[src/rtl/jtag_share_pkg.sv]
package jtag_share_pkg;

  typedef enum logic [3:0] {
    TS_RESET  = 4'd0,
    TS_IDLE   = 4'd1,
    TS_SEL_DR = 4'd2,
    TS_CAP_DR = 4'd3,
    TS_SHF_DR = 4'd4,
    TS_EX1_DR = 4'd5,
    TS_PAU_DR = 4'd6,
    TS_EX2_DR = 4'd7,
    TS_UPD_DR = 4'd8,
    TS_SEL_IR = 4'd9,
    TS_CAP_IR = 4'd10,
    TS_SHF_IR = 4'd11,
    TS_EX1_IR = 4'd12,
    TS_PAU_IR = 4'd13,
    TS_EX2_IR = 4'd14,
    TS_UPD_IR = 4'd15
  } tap_state_e;

  // Next state of the test access port for one TCK rising edge.
  function automatic tap_state_e tap_next(input tap_state_e cur, input logic m);
    tap_state_e nxt;
    case (cur)
      TS_RESET:  nxt = m ? TS_RESET  : TS_IDLE;
      TS_IDLE:   nxt = m ? TS_SEL_DR : TS_IDLE;
      TS_SEL_DR: nxt = m ? TS_SEL_IR : TS_CAP_DR;
      TS_CAP_DR: nxt = m ? TS_EX1_DR : TS_SHF_DR;
      TS_SHF_DR: nxt = m ? TS_EX1_DR : TS_SHF_DR;
      TS_EX1_DR: nxt = m ? TS_UPD_DR : TS_PAU_DR;
      TS_PAU_DR: nxt = m ? TS_EX2_DR : TS_PAU_DR;
      TS_EX2_DR: nxt = m ? TS_UPD_DR : TS_SHF_DR;
      TS_UPD_DR: nxt = m ? TS_SEL_DR : TS_IDLE;
      TS_SEL_IR: nxt = m ? TS_RESET  : TS_CAP_IR;
      TS_CAP_IR: nxt = m ? TS_EX1_IR : TS_SHF_IR;
      TS_SHF_IR: nxt = m ? TS_EX1_IR : TS_SHF_IR;
      TS_EX1_IR: nxt = m ? TS_UPD_IR : TS_PAU_IR;
      TS_PAU_IR: nxt = m ? TS_EX2_IR : TS_PAU_IR;
      TS_EX2_IR: nxt = m ? TS_UPD_IR : TS_SHF_IR;
      TS_UPD_IR: nxt = m ? TS_SEL_DR : TS_IDLE;
      default:   nxt = TS_RESET;
    endcase
    return nxt;
  endfunction

endpackage

[src/rtl/tck_edge_detect.sv]
module tck_edge_detect #(
  parameter int STAGES = 2
) (
  input  logic clk,
  input  logic rst_n,
  input  logic tck,
  input  logic tms,
  input  logic tdi,
  output logic tms_s,
  output logic tdi_s,
  output logic tck_rise,
  output logic tck_fall
);
  localparam int LAST = STAGES - 1;

  logic [LAST:0] tck_q, tms_q, tdi_q;
  logic          tck_prev;

  always_ff @(posedge clk or negedge rst_n) begin
    if (!rst_n) begin
      tck_q    <= '0;
      tms_q    <= '1;
      tdi_q    <= '1;
      tck_prev <= 1'b0;
    end else begin
      tck_q[0] <= tck;
      tms_q[0] <= tms;
      tdi_q[0] <= tdi;
      for (int k = 1; k < STAGES; k++) begin
        tck_q[k] <= tck_q[k-1];
        tms_q[k] <= tms_q[k-1];
        tdi_q[k] <= tdi_q[k-1];
      end
      tck_prev <= tck_q[LAST];
    end
  end

  assign tck_rise = tck_q[LAST] & ~tck_prev;
  assign tck_fall = ~tck_q[LAST] & tck_prev;
  assign tms_s    = tms_q[LAST];
  assign tdi_s    = tdi_q[LAST];
endmodule

[src/rtl/tap_fsm.sv]
module tap_fsm
  import jtag_share_pkg::*;
(
  input  logic       clk,
  input  logic       arst_n,
  input  logic       tck_rise,
  input  logic       tms_s,
  output tap_state_e tap_state
);
  always_ff @(posedge clk or negedge arst_n) begin
    if (!arst_n)       tap_state <= TS_RESET;
    else if (tck_rise) tap_state <= tap_next(tap_state, tms_s);
  end
endmodule

[src/rtl/ir_bypass_path.sv]
module ir_bypass_path
  import jtag_share_pkg::*;
#(
  parameter int IR_W = 4
) (
  input  logic            clk,
  input  logic            arst_n,
  input  logic            tck_rise,
  input  logic            tdi_s,
  input  tap_state_e      tap_state,
  input  logic            hold_update,
  input  logic            load_bypass,
  output logic [IR_W-1:0] ir_sr,
  output logic [IR_W-1:0] ir_cur,
  output logic            ir_updated,
  output logic            shift_bit
);
  localparam logic [IR_W-1:0] CAPTURE_VAL = IR_W'(1);
  localparam logic [IR_W-1:0] OP_BYPASS   = '1;

  logic byp_q;

  assign ir_updated = tck_rise && (tap_state == TS_UPD_IR) && !hold_update;

  always_ff @(posedge clk or negedge arst_n) begin
    if (!arst_n) begin
      ir_sr  <= CAPTURE_VAL;
      ir_cur <= OP_BYPASS;
      byp_q  <= 1'b0;
    end else begin
      if (load_bypass)     ir_cur <= OP_BYPASS;
      else if (ir_updated) ir_cur <= ir_sr;
      if (tck_rise) begin
        case (tap_state)
          TS_CAP_IR: ir_sr <= CAPTURE_VAL;
          TS_SHF_IR: ir_sr <= {tdi_s, ir_sr[IR_W-1:1]};
          TS_CAP_DR: byp_q <= 1'b0;
          TS_SHF_DR: byp_q <= tdi_s;
          default: ;
        endcase
      end
    end
  end

  assign shift_bit = (tap_state == TS_SHF_IR) ? ir_sr[0] : byp_q;
endmodule

[src/rtl/aux_port_router.sv]
module aux_port_router
  import jtag_share_pkg::*;
#(
  parameter int              NAUX     = 4,
  parameter int              IR_W     = 4,
  parameter logic [IR_W-1:0] AUX_BASE = IR_W'(8)
) (
  input  logic            clk,
  input  logic            arst_n,
  input  logic            tck_rise,
  input  logic            tck_fall,
  input  tap_state_e      tap_state,
  input  logic [IR_W-1:0] ir_cur,
  input  logic            ir_updated,
  input  logic            tms,
  input  logic            tdi,
  input  logic [NAUX-1:0] aux_tdo,
  output logic [NAUX-1:0] owned,
  output logic            any_owned,
  output logic            release_now,
  output logic            aux_tdo_sel,
  output logic [NAUX-1:0] aux_tms,
  output logic [NAUX-1:0] aux_tdi
);
  logic [NAUX-1:0] hit;
  logic            any_hit;
  logic            grant_pend, rel_pend, pause_seen;

  for (genvar g = 0; g < NAUX; g++) begin : g_decode
    assign hit[g]     = (ir_cur == (AUX_BASE + IR_W'(g)));
    assign aux_tms[g] = owned[g] & tms;
    assign aux_tdi[g] = owned[g] & tdi;
  end

  assign any_hit     = |hit;
  assign any_owned   = |owned;
  assign release_now = tck_fall & rel_pend;
  assign aux_tdo_sel = |(owned & aux_tdo);

  always_ff @(posedge clk or negedge arst_n) begin
    if (!arst_n) begin
      owned      <= '0;
      grant_pend <= 1'b0;
      rel_pend   <= 1'b0;
      pause_seen <= 1'b0;
    end else if (tap_state == TS_RESET) begin
      owned      <= '0;
      grant_pend <= 1'b0;
      rel_pend   <= 1'b0;
      pause_seen <= 1'b0;
    end else begin
      if (tck_rise) begin
        if (ir_updated) grant_pend <= 1'b1;
        if (any_owned) begin
          if (tap_state == TS_CAP_DR) pause_seen <= 1'b0;
          if (tap_state == TS_PAU_DR) pause_seen <= 1'b1;
          if (tap_state == TS_UPD_DR && pause_seen) rel_pend <= 1'b1;
        end
      end
      if (tck_fall) begin
        if (grant_pend) begin
          grant_pend <= 1'b0;
          pause_seen <= 1'b0;
          if (any_hit) owned <= hit;
        end
        if (rel_pend) begin
          rel_pend <= 1'b0;
          owned    <= '0;
        end
      end
    end
  end
endmodule

[src/rtl/jtag_shared_tap.sv]
module jtag_shared_tap
  import jtag_share_pkg::*;
#(
  parameter int NAUX        = 4,
  parameter int IR_W        = 4,
  parameter int SYNC_STAGES = 2
) (
  input  logic            clk,
  input  logic            rst_n,
  input  logic            trst_n,
  input  logic            tck,
  input  logic            tms,
  input  logic            tdi,
  output logic            tdo,
  output logic            tdo_oe,
  output logic [NAUX-1:0] aux_tms,
  output logic [NAUX-1:0] aux_tdi,
  input  logic [NAUX-1:0] aux_tdo
);
  localparam logic [IR_W-1:0] AUX_BASE = IR_W'(1) << (IR_W - 1);

  logic            arst_n;
  logic            tms_s, tdi_s, tck_rise, tck_fall;
  tap_state_e      tap_state;
  logic [IR_W-1:0] ir_sr, ir_cur;
  logic            ir_updated, shift_bit;
  logic [NAUX-1:0] owned;
  logic            any_owned, release_now, aux_tdo_sel;
  logic            tdo_q;

  assign arst_n = rst_n & trst_n;

  tck_edge_detect #(.STAGES(SYNC_STAGES)) u_sync (
    .clk(clk), .rst_n(rst_n), .tck(tck), .tms(tms), .tdi(tdi),
    .tms_s(tms_s), .tdi_s(tdi_s), .tck_rise(tck_rise), .tck_fall(tck_fall)
  );

  tap_fsm u_fsm (
    .clk(clk), .arst_n(arst_n), .tck_rise(tck_rise), .tms_s(tms_s),
    .tap_state(tap_state)
  );

  ir_bypass_path #(.IR_W(IR_W)) u_ir (
    .clk(clk), .arst_n(arst_n), .tck_rise(tck_rise), .tdi_s(tdi_s),
    .tap_state(tap_state), .hold_update(any_owned),
    .load_bypass((tap_state == TS_RESET) | release_now),
    .ir_sr(ir_sr), .ir_cur(ir_cur), .ir_updated(ir_updated),
    .shift_bit(shift_bit)
  );

  aux_port_router #(.NAUX(NAUX), .IR_W(IR_W), .AUX_BASE(AUX_BASE)) u_route (
    .clk(clk), .arst_n(arst_n), .tck_rise(tck_rise), .tck_fall(tck_fall),
    .tap_state(tap_state), .ir_cur(ir_cur), .ir_updated(ir_updated),
    .tms(tms), .tdi(tdi), .aux_tdo(aux_tdo),
    .owned(owned), .any_owned(any_owned), .release_now(release_now),
    .aux_tdo_sel(aux_tdo_sel), .aux_tms(aux_tms), .aux_tdi(aux_tdi)
  );

  always_ff @(posedge clk or negedge arst_n) begin
    if (!arst_n) begin
      tdo_q  <= 1'b0;
      tdo_oe <= 1'b0;
    end else if (tck_fall) begin
      tdo_q  <= shift_bit;
      tdo_oe <= (tap_state == TS_SHF_IR) || (tap_state == TS_SHF_DR);
    end
  end

  assign tdo = any_owned ? aux_tdo_sel : tdo_q;
endmodule

[config.mk]
export PLATFORM = sky130hd
export DESIGN_NAME = jtag_shared_tap
export DESIGN_NICKNAME = d
export VERILOG_FILES = /design/src/rtl/jtag_share_pkg.sv /design/src/rtl/tck_edge_detect.sv /design/src/rtl/tap_fsm.sv /design/src/rtl/ir_bypass_path.sv /design/src/rtl/aux_port_router.sv /design/src/rtl/jtag_shared_tap.sv
export SDC_FILE = /design/constraint.sdc
export NUM_CORES = 1
export LEC_CHECK = 0
export BUFFER_PORTS_ARGS = -buffer_cell sky130_fd_sc_hd__buf_2
export CORE_ASPECT_RATIO = 1.4
export CORE_MARGIN = 3
export CORE_UTILIZATION = 45
export CTS_BUF_LIST = sky130_fd_sc_hd__clkbuf_4 sky130_fd_sc_hd__clkbuf_8
export DETAILED_ROUTE_END_ITERATION = 6
export GPL_ROUTABILITY_DRIVEN = 0
export HOLD_SLACK_MARGIN = 0.08
export PLACE_DENSITY = 0.66
export REMOVE_ABC_BUFFERS = 1
export SYNTH_ARGS = -nofsm -noshare
export SYNTH_HDL_FRONTEND = slang
export SYNTH_SLANG_ARGS = --single-unit
[constraint.sdc]
create_clock -name clk -period 5.7 [get_ports clk]
set_clock_uncertainty 0.1 [all_clocks]
set_input_delay 0.855 -clock clk [delete_from_list [all_inputs] [get_ports clk]]
set_output_delay 0.855 -clock clk [all_outputs]
set_load 0.05 [all_outputs]
==> flow_summary.toml, run 1 <==
[status]
outcome = "complete, no violations"

[synth]
synth_seq_cells = 29
netlist.area_leader.share_pct = 34.0
synth_area_per_cell_sq_um = 10.0
yosys_warnings = 0
async_flop_share_pct = 100
ys_seq_area_share_pct = 50.1
yosys.area.top_type = "dfrtp_1"
synth.distinct_cells = 41
synth_edf_count = 0
synth_ff_type = "dfrtp_1"
synthTopCellsByArea = "dfrtp_1, dfstp_2, mux2i_1"
netlist_area_sq_um = 1470
syn_inst = 147

[final_layout]
drive_above_1_share_pct = 26.7
nNetsFinal = 174
final_cell_mix = "dfrtp_1, buf_2, nand2_1"
n_antenna_cell = 0
final_common_cell = "dfrtp_1"
final_core_util_pct = 56.5
area_delta_synth_final_pct = 15.0
fillers = 297

[grt]
antenna_found_initial = 0
grtUsageTotal_pct = 18.8
grt_pass1_vias = 1195
grt_max_degree = 23
grt_overflow = 0
grt_pass1_wl_um = 5430

[route]
routed_wl_um = 3070
via_count = 1159
dr.pass1.iters = 4
vias_per_cell = 5.74
route.detailed.drc = 0
wl_per_cell_um = 15.2
ant_nets = 0
drt-initial-drc-count = 29

[place]
dp_hpwl_um = 2210
port_buffers = 19

[clock_tree]
cts-hold-fix-buffers = 0
cts_root_buf = "clkbuf_8"
postCtsSetupRepairBufs = 0
tritoncts = "built"
insertion_delay_ns = 0.28
clockBufferDepth = 2
htreeDepth = 2
cts_buffers = 5
cts_resized = 0
cts_sinks = 29
path_clk_slew_ns = 0.06

[critical_path]
cp-startpoint = "u_route.owned[1]"
crit_fanout = 5
critical-path-max-stage-delay_ns = 0.59
crit_type = "register to output pin"
worstSetupEndpointType = "output pin"
cp_num_buf_inv = 1
required_ns = 4.74
startpoint_type = "register"
cp_data_arrival_time_ns = 1.71
cp_slowest_cell = "or4_4"
worstPathCellList = "or4_4 > a31oi_1 > buf_2"
critical_path.top_delay_family = "simple AND/OR/NAND/NOR gates"
r2r_start = "u_fsm.tap_state[0]"

[timing]
final.period_utilization_pct = 46.7
rsz0062_at_grt = "false"
final_hold_viol_count = 0
fmax_mhz = 376
setup_viol = 0
tightest_slew_ns = 0.980
slew_headroom_pct = 34.6
fin_tns_setup_ns = 0
min_period_ns = 2.66
slew_violations = 0

[flow_run]
timing.max_cap.violations = 0

[floorplan]
row_count = 23
die-area_sq_um = 4000
die_w_um = 54.3
boundaryPins = 20
start_util_pct = 49.2
dieHeight_um = 73.7
core_sq_um = 2990

[power_and_ir_drop]
powerDensity_nw_per_um2 = 406
p_total_mw = 0.687
power_leakage_nw = 0.758
vdd_ir_drop_max_mv = 0.242

[worst_hold_path]
min_from = "u_sync.tck_q[0]"
min_path_type = "register to register"
per-layer routing:
layer / wire, um / up-vias / global-route usage (%)
met1: 1330 / 562 / 23.0
met4: 32 / 0 / 5.82
li1: - / 567 / -
met2: 1560 / 26 / 30.8
met3: 150 / 4 / 6.09
met5: 0 / - / 0
final cells by class:
type / instances / area (sq um) / share of cell area [%]
clock buffers: 7 / 90.1 / 5.33
clock inverters: 1 / 30.0 / 1.78
inverters: 5 / 18.8 / 1.11
multi-input cells: 104 / 674 / 39.9
flip-flops and latches: 29 / 737 / 43.6
well taps: 37 / 46.3 / 2.74
repair buffers: 19 / 95.1 / 5.62
flip-flops by register name (all words and copies together) (netlist names), 2 cells and up:
signal           flops
u_fsm.tap_state      4
u_ir.ir_cur          4
u_ir.ir_sr           4
u_route.owned        4
u_sync.tck_q         2
u_sync.tdi_q         2
u_sync.tms_q         2
worst register-to-register path, cell delays in order (launching register included):
cell and delay, ns:
dfrtp_1 0.59, nor4_1 0.74, a21oi_1 0.24, and2_1 0.25, a22o_1 0.25
logic make-up after synthesis:
family	after synthesis	synth area share [%]
and+or+nand+nor	58	22.7
AOI/OAI and AO/OA	39	18.3
muxes	7	4.85
buffers and inverters	14	4.08
DFF	29	50.1
metrics by stage:
| stage | cell area [sq um] | cells | worst slack (ns) | hold slack, ns |
|---|---|---|---|---|
| floorplan | 1430 | 138 | 2.93 | 0.231 |
| global placement | 1570 | 194 | 3.31 | 0.235 |
| detailed placement | 1570 | 194 | 3.30 | 0.236 |
| CTS | 1690 | 202 | 3.03 | 0.250 |
| global route | 1690 | 202 | 2.98 | 0.268 |
| finish | 1690 | 202 | 3.04 | 0.250 |
where the power goes:
part | total [mW] | leakage, nW | internal (mW) | switching, mW
clock network | 0.221 | 0.0619 | 0.147 | 0.0743
logic | 0.170 | 0.337 | 0.0652 | 0.105
registers | 0.296 | 0.359 | 0.237 | 0.0585
final timing paths:
check,endpoint,slack [ns],cells past startpoint
min in group asynchronous,u_sync.tck_q[1],0.30,1
max in group asynchronous,tdo_q,4.02,2
hold reg to reg,u_sync.tck_q[1],0.25,0
setup / recovery,tdo,3.04,3
setup reg to reg,u_route.owned[0],3.42,4
hold / removal,u_sync.tck_q[1],0.25,0
synthesized netlist by cell type (2+ instances only):
master,n
nand2b_1,5
o211ai_1,3
a32oi_1,2
and2_2,2
o21ai_1,8
dfrtp_1,20
nand3_1,2
and2_1,8
dfstp_2,9
a21oi_1,6
nor2b_1,8
clkbuf_1,7
a32o_1,2
a22oi_1,3
nor3_1,2
nor4_1,3
nand2_1,16
o21ai_0,2
a22o_1,3
nor2_1,3
mux2i_1,6
o2bb2ai_1,3
inv_1,4
or4_4,2
o22ai_1,2
(Power assumes the default switching activity.)
==> inputs of run 2 (changes only) <==
==> constraint.sdc (replaced) <==
create_clock -name clk -period 2.75 [get_ports clk]
set_clock_uncertainty 0.1 [all_clocks]
set_input_delay 0.4125 -clock clk [delete_from_list [all_inputs] [get_ports clk]]
set_output_delay 0.4125 -clock clk [all_outputs]
set_load 0.05 [all_outputs]
==> run 2 against run 1 <==
Global-route usage rose by 0.56 points. Sequential cell count did not move. Combinational power rose by 120%. Largest cell class unchanged. Wire length rose by 3.5%. Total power rose by 93%. Largest power group unchanged. Setup slack got worse by 2.5 ns. Hold slack got worse by 0.11 ns.
==> flow_summary.toml, run 2 (same netlist as run 1, synthesis figures left out) <==
[place]
dp_hpwl_um = 2280
dpl.cell_count = 197
port_buffers = 19

[final_layout]
final_core_util_pct = 56.5
fillers = 272
n_antenna_cell = 0
area_delta_synth_final_pct = 14.9
final_common_cell = "dfrtp_1"
fin_cells = 206
final_cell_mix = "dfrtp_1, buf_2, nand2_1"
drive_above_1_share_pct = 27.8
nNetsFinal = 178

[power_and_ir_drop]
p_total_mw = 1.33
vdd_ir_drop_max_mv = 0.493
power_leakage_nw = 0.764
powerDensity_nw_per_um2 = 785

[route]
drt-initial-drc-count = 54
wl_per_cell_um = 15.4
route.detailed.drc = 0
vias_per_cell = 5.85
dr.pass1.iters = 4
routed_wl_um = 3180
via_count = 1206
ant_nets = 0

[grt]
grtUsageTotal_pct = 19.3
grt_pass1_vias = 1202
grt_max_degree = 22
grt_overflow = 0
grt_pass1_wl_um = 5530
antenna_found_initial = 0

[worst_hold_path]
min_path_type = "primary input to register"
min_from = "tck"
min_to = "u_sync.tck_q[0]"
holdPathStages = 1

[timing]
min_period_ns = 2.21
slew_violations = 0
fin_tns_setup_ns = 0
rsz0062_at_grt = "false"
setup_viol = 0
fmax_mhz = 453
tightest_slew_ns = 0.850
final.period_utilization_pct = 80.4
slew_headroom_pct = 43.3
final_hold_viol_count = 0
hold-worst-slack_ns = 0.142

[critical_path]
cp_slowest_cell = "or4_4"
worstPathCellList = "or4_4 > a31oi_1 > buf_2"
required_ns = 2.24
r2r_end = "u_route.grant_pend"
startpoint_type = "register"
cp_data_arrival_time_ns = 1.70
crit_type = "register to output pin"
worst-r2r-setup-slack_ns = 0.61
critical-path-max-stage-delay_ns = 0.58
crit_fanout = 5
reg2regPathDepth = 4
worstSetupEndpointType = "output pin"
r2r_start = "u_route.owned[1]"

[clock_tree]
cts_root_buf = "clkbuf_8"
cts_resized = 0
cts_buffers = 5
clockBufferDepth = 2
htreeDepth = 2
cts_sinks = 29
path_clk_slew_ns = 0.06
insertion_delay_ns = 0.28
tritoncts = "built"

[floorplan]
die-area_sq_um = 4000
core_sq_um = 2990
row_count = 23
die_w_um = 54.3
boundaryPins = 20
start_util_pct = 49.2
dieHeight_um = 73.7

[flow_run]
timing.max_cap.violations = 0

[status]
outcome = "complete, no violations"
run 2: cell types whose count changed in the layout (fill, tap and decap cells not counted), sizes merged:
cell and delta:
bufinv -1, clkinv +2, clkbuf -1, dlygate4sd3 +1
buf +3
run 2: final cells by class:
| type | count | area, sq um | share of cell area [%] |
|---|---|---|---|
| sequential | 29 | 737 | 43.6 |
| multi-input combinational | 104 | 674 | 39.9 |
| timing repair buffer | 23 | 128 | 7.55 |
| clock buffer | 6 | 76.3 | 4.52 |
| tap | 37 | 46.3 | 2.74 |
| inverter | 5 | 18.8 | 1.11 |
| clock inverter | 2 | 10.0 | 0.592 |
run 2: stage by stage:
stage	area [sq um]	worst slack [ns]
after global routing	1690	0.426
after global placement	1590	0.679
after CTS	1690	0.529
final	1690	0.540
after floorplan	1430	0.483
after detailed placement	1590	0.620
run 2: how the worst max path moves through the flow:
| stage | end | from | slack (ns) | cells after the start |
|---|---|---|---|---|
| final | tdo | u_route.owned[1] | 0.54 | 3 |
| after global placement | u_route.grant_pend | u_route.owned[1] | 0.68 | 4 |
| after global routing | tdo | u_route.owned[1] | 0.43 | 3 |
| after floorplan | tdo | u_route.owned[1] | 0.48 | 2 |
| after CTS | tdo | u_route.owned[1] | 0.53 | 3 |
| after detailed placement | u_route.grant_pend | u_route.owned[1] | 0.62 | 4 |
run 2: where the power goes:
part	switching, mW	total, mW	internal (mW)
Combinational	0.223	0.372	0.150
Clock	0.159	0.344	0.185
Sequential	0.119	0.611	0.491
Total	0.501	1.33	0.826
run 2: per-layer routing:
layer / share of wire [%] / global-route usage (%) / up-vias
met5: 0 / 0 / -
li1: - / - / 575
met2: 51 / 32.1 / 44
met3: 5.9 / 5.27 / 6
met1: 40 / 23.2 / 581
met4: 2.0 / 7.48 / 0
run 2: what timing repair did:
item | in CTS | in global routing
endpoints found under the hold margin | 7 | 0
hold buffers | 1 | 0
setup buffers | 0 | 0
run 2: critical path: cells and delay by family (launching register included):
kind / cells / cell delay (ns)
flip-flops: 1 / 0.42
buffers and inverters: 1 / 0.28
AO/OA/AOI/OAI: 1 / 0.14
AND/OR/NAND/NOR: 1 / 0.58
==> inputs of run 3 (changes only) <==
==> constraint.sdc (replaced) <==
create_clock -name clk -period 2.1 [get_ports clk]
set_clock_uncertainty 0.1 [all_clocks]
set_input_delay 0.315 -clock clk [delete_from_list [all_inputs] [get_ports clk]]
set_output_delay 0.315 -clock clk [all_outputs]
set_load 0.05 [all_outputs]
==> run 3 against run 2 <==
Combinational power increased by 71%. Sequential cell count unchanged. Cell count increased by 5.3%. Critical endpoint is now u_route.grant_pend.
==> flow_summary.toml, run 3 (same netlist as run 1, synthesis figures left out) <==
[timing]
slew_headroom_pct = 67.9
min_period_ns = 2.05
setup_viol = 0
slew_violations = 0
layout_setup_ws_ns = 0.0492
hold-worst-slack_ns = 0.256
rsz0062_at_grt = "true"
tightest_slew_ns = 0.477
final_hold_viol_count = 0
fmax_mhz = 488
final.period_utilization_pct = 97.7

[power_and_ir_drop]
p_switching_mw = 0.683
p_int_mw = 1.29
powerDensity_nw_per_um2 = 1080
p_sw_share_pct = 34.6
power_leakage_nw = 0.831
power.share.sequential_pct = 36.9
combPwrFrac_pct = 32.3
vdd_ir_drop_max_mv = 0.709
p_clk_share_pct = 30.7

[route]
vias_per_cell = 5.77
via_count = 1252
drt-initial-drc-count = 67
ant_nets = 0
route.detailed.drc = 0
routed_wl_um = 3350
wl_per_cell_um = 15.4
dr.pass1.iters = 4

[critical_path]
crit_top_cell = "or4_4"
r2r_end = "u_route.grant_pend"
crit_cells = 4
cp_num_buf_inv = 0
cp_data_arrival_time_ns = 2.17
cp-startpoint = "u_route.owned[1]"
crit_fanout = 5
critPathCapture = "u_route.grant_pend"
reg2regPathDepth = 4
worst-r2r-setup-slack_ns = 0.05
startpoint_type = "register"
critical-path-max-stage-delay_ns = 0.58
worstPathCellList = "or4_4 > or4_4 > mux2_2 > nor2_2"
critical_path.top_delay_family = "simple AND/OR/NAND/NOR gates"
r2r_start = "u_route.owned[1]"
worstSetupEndpointType = "register"
cp_slowest_cell = "or4_4"
required_ns = 2.22
crit_type = "register to register"

[floorplan]
row_count = 23
start_util_pct = 49.2
dieHeight_um = 73.7
die_w_um = 54.3
die-area_sq_um = 4000
core_sq_um = 2990
boundaryPins = 20

[final_layout]
final_common_cell = "dfrtp_1"
area_delta_synth_final_pct = 23.6
final_cell_mix = "dfrtp_1, buf_2, nand2_1"
final_core_util_pct = 60.8
drive_above_1_share_pct = 30.0
nNetsFinal = 189
n_antenna_cell = 0

[grt]
grtUsageTotal_pct = 20.7
grt_overflow = 0
antenna_found_initial = 0
grt_pass1_vias = 1219
grt_max_degree = 23
grt_pass1_wl_um = 5880

[status]
outcome = "complete, no violations"

[clock_tree]
cts_root_buf = "clkbuf_8"
htreeDepth = 2
cts_buffers = 5
clockBufferDepth = 2
cts_sinks = 29
path_clk_slew_ns = 0.06
tritoncts = "built"
insertion_delay_ns = 0.28

[place]
pre_cts_slack_ns = 0.0701
dp_hpwl_um = 2380
port_buffers = 19

[flow_run]
timing.max_cap.violations = 0

[worst_hold_path]
min_path_type = "register to register"
-- run 3: worst min path at each step --
stage	startpoint	slack (ns)	end	depth (start not counted)
2_1_floorplan	rst_n	-0.08	u_sync.tck_prev	0
3_3_place_gp	rst_n	0.05	u_sync.tck_q[0]	1
3_5_place_dp	rst_n	0.05	u_sync.tck_q[0]	1
4_1_cts	u_sync.tdi_q[0]	0.26	u_sync.tdi_q[1]	0
5_1_grt	u_sync.tms_q[0]	0.26	u_sync.tms_q[1]	0
6_report	u_sync.tck_q[0]	0.26	u_sync.tck_q[1]	0
-- run 3: final cells by class --
class	count	area, sq um
inverter	5	18.8
clock inverter	1	30.0
tap	37	46.3
fill	273	1170
timing repair buffer	34	223
sequential	29	737
multi-input combinational	104	674
clock buffer	7	90.1
-- run 3: layer usage --
metal | global-route usage, % | vias up | part of all wire (%)
met3 | 6.09 | 6 | 6.7
met5 | 0 | - | 0
li1 | - | 597 | -
met2 | 31.8 | 46 | 51
met4 | 9.42 | 0 | 2.0
met1 | 26.5 | 603 | 41
-- run 3: through the flow --
stage | area, sq um | TNS, ns | power [mW] | instances
after floorplan | 1430 | -0.0697 | 1.13 | 138
after global placement | 1650 | 0 | 1.34 | 204
after detailed placement | 1650 | 0 | 1.35 | 204
after CTS | 1820 | 0 | 1.98 | 217
after global routing | 1820 | -0.00113 | 2.09 | 217
final | 1820 | 0 | 1.97 | 217
-- run 3: what timing repair did --
action | 4_1_cts | 5_1_grt
pin swaps | 0 | 1
gates cloned | 0 | 0
endpoints found under the hold margin | 27 | 0
endpoints found under the setup margin | 1 | 2
resized for setup | 1 | 0
hold buffers | 5 | 0
buffers inserted | 1 | 0
-- run 3: power by group through the flow --
| stage | logic, mW | registers [mW] | clock network [mW] |
|---|---|---|---|
| floorplan | 0.339 | 0.792 | 0 |
| global placement | 0.608 | 0.732 | 0 |
| detailed placement | 0.618 | 0.734 | 0 |
| CTS | 0.634 | 0.725 | 0.619 |
| global route | 0.712 | 0.737 | 0.641 |
| finish | 0.637 | 0.728 | 0.606 |
